**src/rtl/csa_accum_pkg.sv**
```systemverilog
package csa_accum_pkg;

    // Resolve-path controller states
    typedef enum logic [0:0] {
        RS_IDLE = 1'b0,
        RS_ADD  = 1'b1
    } rs_state_t;

endpackage

```
**src/rtl/csa_compress32.sv**
```systemverilog
// One row of independent full adders: three words in, a sum word and
// a carry word out. The carry word is already shifted up one place
// (zero at bit 0), so the carry out of the top bit is dropped.
module csa_compress32 #(
    parameter int WIDTH = 32
) (
    input  logic [WIDTH-1:0] x_i,
    input  logic [WIDTH-1:0] y_i,
    input  logic [WIDTH-1:0] z_i,
    output logic [WIDTH-1:0] sum_o,
    output logic [WIDTH-1:0] carry_o
);

    assign carry_o[0] = 1'b0;

    for (genvar i = 0; i < WIDTH; i++) begin : g_bit
        assign sum_o[i] = x_i[i] ^ y_i[i] ^ z_i[i];
        if (i > 0) begin : g_cy
            assign carry_o[i] = (x_i[i-1] & y_i[i-1]) |
                                (x_i[i-1] & z_i[i-1]) |
                                (y_i[i-1] & z_i[i-1]);
        end
    end

endmodule

```
**src/rtl/csa_resolve.sv**
```systemverilog
// Registered carry-propagate conversion of the redundant pair.
module csa_resolve
    import csa_accum_pkg::*;
#(
    parameter int WIDTH = 32
) (
    input  logic             clk,
    input  logic             rst_n,
    input  logic             req_i,
    input  logic [WIDTH-1:0] sum_i,
    input  logic [WIDTH-1:0] carry_i,
    output logic [WIDTH-1:0] total_o,
    output logic             valid_o
);

    rs_state_t        state_q, state_d;
    logic [WIDTH-1:0] hold_sum_q, hold_carry_q;

    // State register
    always_ff @(posedge clk) begin
        if (!rst_n) state_q <= RS_IDLE;
        else        state_q <= state_d;
    end

    // Next state
    always_comb begin
        state_d = state_q;
        unique case (state_q)
            RS_IDLE: state_d = req_i ? RS_ADD : RS_IDLE;
            RS_ADD:  state_d = req_i ? RS_ADD : RS_IDLE;
            default: state_d = RS_IDLE;
        endcase
    end

    // Capture the pair on request
    always_ff @(posedge clk) begin
        if (!rst_n) begin
            hold_sum_q   <= '0;
            hold_carry_q <= '0;
        end else if (req_i) begin
            hold_sum_q   <= sum_i;
            hold_carry_q <= carry_i;
        end
    end

    // Outputs
    always_ff @(posedge clk) begin
        if (!rst_n) begin
            total_o <= '0;
            valid_o <= 1'b0;
        end else begin
            valid_o <= (state_q == RS_ADD);
            if (state_q == RS_ADD) total_o <= hold_sum_q + hold_carry_q;
        end
    end

    // a sampled request yields a valid result two edges later
    p_valid_after_req_r5: assert property (@(posedge clk) disable iff (!rst_n)
        req_i |-> ##2 valid_o);

    // no request, no valid pulse
    p_no_spurious_valid_r6: assert property (@(posedge clk) disable iff (!rst_n)
        !req_i |-> ##2 !valid_o);

    // result held while not valid
    p_result_hold_r6: assert property (@(posedge clk) disable iff (!rst_n)
        !valid_o |-> $stable(total_o) || $rose(valid_o));

endmodule

```
**src/rtl/csa_accum.sv**
```systemverilog
module csa_accum
    import csa_accum_pkg::*;
#(
    parameter int WIDTH = 32
) (
    input  logic             clk,
    input  logic             rst_n,
    input  logic             clr,
    input  logic             in_valid,
    input  logic [WIDTH-1:0] op_a,
    input  logic [WIDTH-1:0] op_b,
    input  logic             resolve_req,
    output logic [WIDTH-1:0] result,
    output logic             result_valid
);

    logic [WIDTH-1:0] sum_q, carry_q;
    logic [WIDTH-1:0] a_eff, b_eff;
    logic [WIDTH-1:0] s1, c1, s2, c2;

    assign a_eff = in_valid ? op_a : '0;
    assign b_eff = in_valid ? op_b : '0;

    // Stage 1: fold op_a into the stored pair
    csa_compress32 #(.WIDTH(WIDTH)) u_stage1 (
        .x_i    (sum_q),
        .y_i    (carry_q),
        .z_i    (a_eff),
        .sum_o  (s1),
        .carry_o(c1)
    );

    // Stage 2: fold op_b in
    csa_compress32 #(.WIDTH(WIDTH)) u_stage2 (
        .x_i    (s1),
        .y_i    (c1),
        .z_i    (b_eff),
        .sum_o  (s2),
        .carry_o(c2)
    );

    // Redundant-form total register
    always_ff @(posedge clk) begin
        if (!rst_n || clr) begin
            sum_q   <= '0;
            carry_q <= '0;
        end else begin
            sum_q   <= s2;
            carry_q <= c2;
        end
    end

    csa_resolve #(.WIDTH(WIDTH)) u_resolve (
        .clk    (clk),
        .rst_n  (rst_n),
        .req_i  (resolve_req),
        .sum_i  (sum_q),
        .carry_i(carry_q),
        .total_o(result),
        .valid_o(result_valid)
    );

    // clear empties the total
    p_clear_zero_r4: assert property (@(posedge clk) disable iff (!rst_n)
        clr |=> (WIDTH'(sum_q + carry_q) == '0));

    // unqualified operands leave the total unchanged
    p_hold_r3: assert property (@(posedge clk) disable iff (!rst_n)
        (!clr && !in_valid) |=>
            (WIDTH'(sum_q + carry_q) == $past(WIDTH'(sum_q + carry_q))));

    // total advances by both operands, modulo 2^WIDTH
    p_add_r2: assert property (@(posedge clk) disable iff (!rst_n)
        (!clr && in_valid) |=>
            (WIDTH'(sum_q + carry_q) ==
             $past(WIDTH'(sum_q + carry_q + op_a + op_b))));

    // result equals the total seen at the request edge
    p_result_r5: assert property (@(posedge clk) disable iff (!rst_n)
        $rose(result_valid) |-> (result == $past(WIDTH'(sum_q + carry_q), 2)));

endmodule

```
**config.mk**
```make
export PLATFORM = sky130hd
export DESIGN_NAME = csa_accum
export DESIGN_NICKNAME = d
export VERILOG_FILES = /design/src/rtl/csa_accum_pkg.sv /design/src/rtl/csa_compress32.sv /design/src/rtl/csa_resolve.sv /design/src/rtl/csa_accum.sv
export SDC_FILE = /design/constraint.sdc
export NUM_CORES = 1
export LEC_CHECK = 0
export CAP_MARGIN = 25
export CORE_ASPECT_RATIO = 1.75
export CORE_UTILIZATION = 56
export CTS_CLUSTER_DIAMETER = 200
export DETAILED_ROUTE_END_ITERATION = 8
export PLACE_DENSITY = 0.83
export SLEW_MARGIN = 20
export SYNTH_ARGS = -nofsm -noshare
export SYNTH_HDL_FRONTEND = slang
export SYNTH_SLANG_ARGS = --single-unit
```
**constraint.sdc**
```tcl
create_clock -name clk -period 4.7 [get_ports clk]
set_input_delay 1.175 -clock clk [delete_from_list [all_inputs] [get_ports clk]]
set_output_delay 1.175 -clock clk [all_outputs]
set_load 0.05 [all_outputs]
```
==> out/qor.csv <==
stage,metric,value,unit
die,Starting Density,0.579,
die,die width,97.6,um
place,Placed Cells,1188,
synth,Syn. warnings,0,
cts,CTS tree,done,
sta,Worst Skew,0.0116,ns
drt,# DRC,0,
flow_run,maxcap violations,0,
synth,complex-gate fraction of the synthesized area,0.0875,
synth,Syn Nets,1109,
synth,ys flop type,dfxtp_1,
synth,register area share after synthesis,0.358,
synth,Async SR Flop Fraction,0,
synth,xor and xnor area share after synthesis,0.0235,
synth,top cell type's share of synthesized area,0.358,
sta,Final period util,0.632,
worst_setup_path,cell count of the worst reg-to-reg path,9,
drt,drt via density,5.34,
layout,final cell count without fillers,1220,
sta,endpoints failing setup,0,
cts,clk sinks,160,
place,PortBufs,101,
worst_setup_path,Crit path depth,6,
die,die height,169,um
synth,post-synthesis mux area share,0.0838,
pwr,Max VDD drop,0.194,mV
synth,Cells after Synth,947,
worst_setup_path,"critical path, cell by cell",buf_2 > nand2_1 > fa_1 > inv_1 > fa_1 > and2_1,
synth,Post-Syn Area,8950,um2
sta,final hold violations,0,
worst_setup_path,Crit. End Element,flop,
synth,cell taking the most area after synthesis,dfxtp_1,
drt,Final ANT Viol Nets,0,
global_route,initial antenna violation count,0,
worst_setup_path,WP data required,5.01,ns
layout,"commonest non-fill, non-tap cell in the layout",dfxtp_1,
sta,RSZ-0062 raised after global routing,false,
global_route,first-pass GRT wire length,31700,um
synth,count of cell types in the netlist,56,
cts,total setup buffers inserted after CTS,0,
sta,Final min period,2.97,ns
global_route,largest net degree at the start of global routing,70,
worst_setup_path,Crit path top cell by count,fa_1,
worst_setup_path,Worst setup SP type,primary input,
global_route,grt ovf,0,
sta,final slew viol count,0,
cts,Root Driver,clkbuf_16,
worst_setup_path,critical path's slowest cell,buf_2,
place,Post-DP HPWL,13900,um
worst_setup_path,crit path from,in_valid,
die,core area,15500,um2
outcome,status,"finished, final reports clean",
drt,routed via count,6515,
place,pre-CTS setup slack,1.26,ns
layout,layout cells sized above 1,0.0435,
drt,1st-iter DRT viols,270,
synth,Post-synth EDFFs,0,
layout,most frequent cells in the layout,"160 x dfxtp_1, 118 x inv_1, 100 x and2_1",
min_path,Hold Crit Class,flop to flop,
die,row count,60,
sta,final setup margin,1.73,ns
sta,worst slew pin tran,0.915,ns
layout,Layout area overhead,18.7,%
cts,Clock Latency Late Sink,0.42,ns
synth,main combinational cell family by area after synthesis,simple AND/OR/NAND/NOR gates,
worst_setup_path,Setup Crit Path Kind,primary input to flop,
drt,wire length per cell,15.6,um
synth,Seq cells post-synth,160,
worst_setup_path,crit-path leading delay family,adder cells,
cts,post_cts resized,0,
synth,synth top area cells,"dfxtp_1 36%, fa_1 14%, mux2i_1 8.4%, and2_1 7.0%, nor2b_1 5.7%",
die,die area,16500,um2
global_route,vias in the first global route,6685,
layout,antenna cells,0,
place,RD Place Congestion,0.935,
sta,max_slew headroom,0.390,
worst_setup_path,worst r2r src,u_resolve.hold_carry_q[1],
worst_setup_path,Crit Path Max Fanout,63,
synth,Post-Synth Simple-Gate Area,0.194,
worst_setup_path,CP max stage delay,0.69,ns
pwr,P_leak,4.67,nW
layout,NumNets Final,1184,
cts,Clock Pin Slew Worst Setup and Hold Paths,0.06,ns
worst_setup_path,Worst Setup EP,sum_q[15],
worst_setup_path,"Data arrival, critical path",3.29,ns
drt,drt total wl,19000,um
cts,hold_buf cts,0,
sta,maximum clock rate,336,MHz
drt,TritonRoute pass-1 iters,6,
global_route,total global-route track usage,0.242,
cts,CTS Buf Count,17,
synth,synthesized area per cell,9.46,um2
worst_setup_path,FF-to-FF setup slack,1.91,ns
sta,setup TNS,0,ns
pwr,Pwr Density,302,nW/um2
worst_setup_path,RR Endpoint,u_resolve.total_o[23],
cts,clock buffer depth,2,
synth,Post-Synth Adder-Cell Area,0.181,
cts,CTS HTree Levels,4,
die,IO Count,102,
worst_setup_path,Crit path buffers/inverters,2,
through the flow:
stage                     hold WS [ns]  power [mW]   util  area [um2]
after CTS                        0.474        3.24  0.686       10600
after detailed placement         0.459        1.87  0.648       10000
after floorplan                  0.482        1.73      -        8950
final                            0.475        3.21  0.687       10600
after global routing             0.506        3.36  0.687       10600
after global placement           0.452        1.85  0.648       10000
per-layer routing:
layer / vias to the layer above / GRT usage / part of all wire
met5: - / 0 / 0
met4: 0 / 0.111 / 0.033
met3: 47 / 0.0325 / 0.028
met2: 161 / 0.453 / 0.54
met1: 3090 / 0.267 / 0.40
li1: 3217 / - / -
worst min path at each step:
stage,from,to,cells past startpoint
CTS,u_resolve.total_o[17],u_resolve.total_o[17],2
floorplan,u_resolve.hold_sum_q[0],u_resolve.hold_sum_q[0],2
detailed placement,u_resolve.total_o[17],u_resolve.total_o[17],2
finish,u_resolve.total_o[30],u_resolve.total_o[30],1
global route,u_resolve.total_o[30],u_resolve.total_o[30],1
global placement,u_resolve.total_o[17],u_resolve.total_o[17],2
cell usage after synthesis (10+ instances only):
| cell type | instances |
|---|---|
| mux2i_1 | 75 |
| inv_1 | 118 |
| a21oi_1 | 33 |
| ha_1 | 32 |
| dfxtp_1 | 160 |
| nor2b_1 | 81 |
| xnor2_1 | 14 |
| nor2_1 | 13 |
| o21ai_0 | 29 |
| nand3_1 | 12 |
| clkbuf_1 | 41 |
| nand2_1 | 57 |
| and2_1 | 100 |
| xor2_1 | 10 |
| fa_1 | 61 |
logic make-up (layout without fill, tap and decap cells):
family / count (synthesis) / after routing
compound gates: 121 / 121
xor+xnor: 24 / 24
fa+ha+maj: 93 / 93
buf+inv: 169 / 256
flops: 160 / 160
mux: 75 / 75
simple gates: 305 / 305
power breakdown:
| part | switching, mW | total (mW) | internal [mW] |
|---|---|---|---|
| clock | 0.563 | 1.38 | 0.814 |
| sequential | 0.0318 | 1.44 | 1.41 |
| combinational | 0.213 | 0.401 | 0.188 |
registers in the layout (all words and copies together) (netlist names):
signal                  cells
sum_q                      32
u_resolve.total_o          32
u_resolve.state_q           1
u_resolve.hold_sum_q       32
u_resolve.hold_carry_q     31
u_resolve.valid_o           1
carry_q                    31
layout make-up:
type | instances | area, um2
repair buffers | 106 | 1060
inverters | 119 | 447
clock buffers | 20 | 457
multi-input cells | 618 | 5100
flip-flops and latches | 160 | 3200
fillers | 1172 | 4830
well taps | 186 | 233
clock inverters | 11 | 131
No activity file was read; power rests on OpenSTA's default activity.
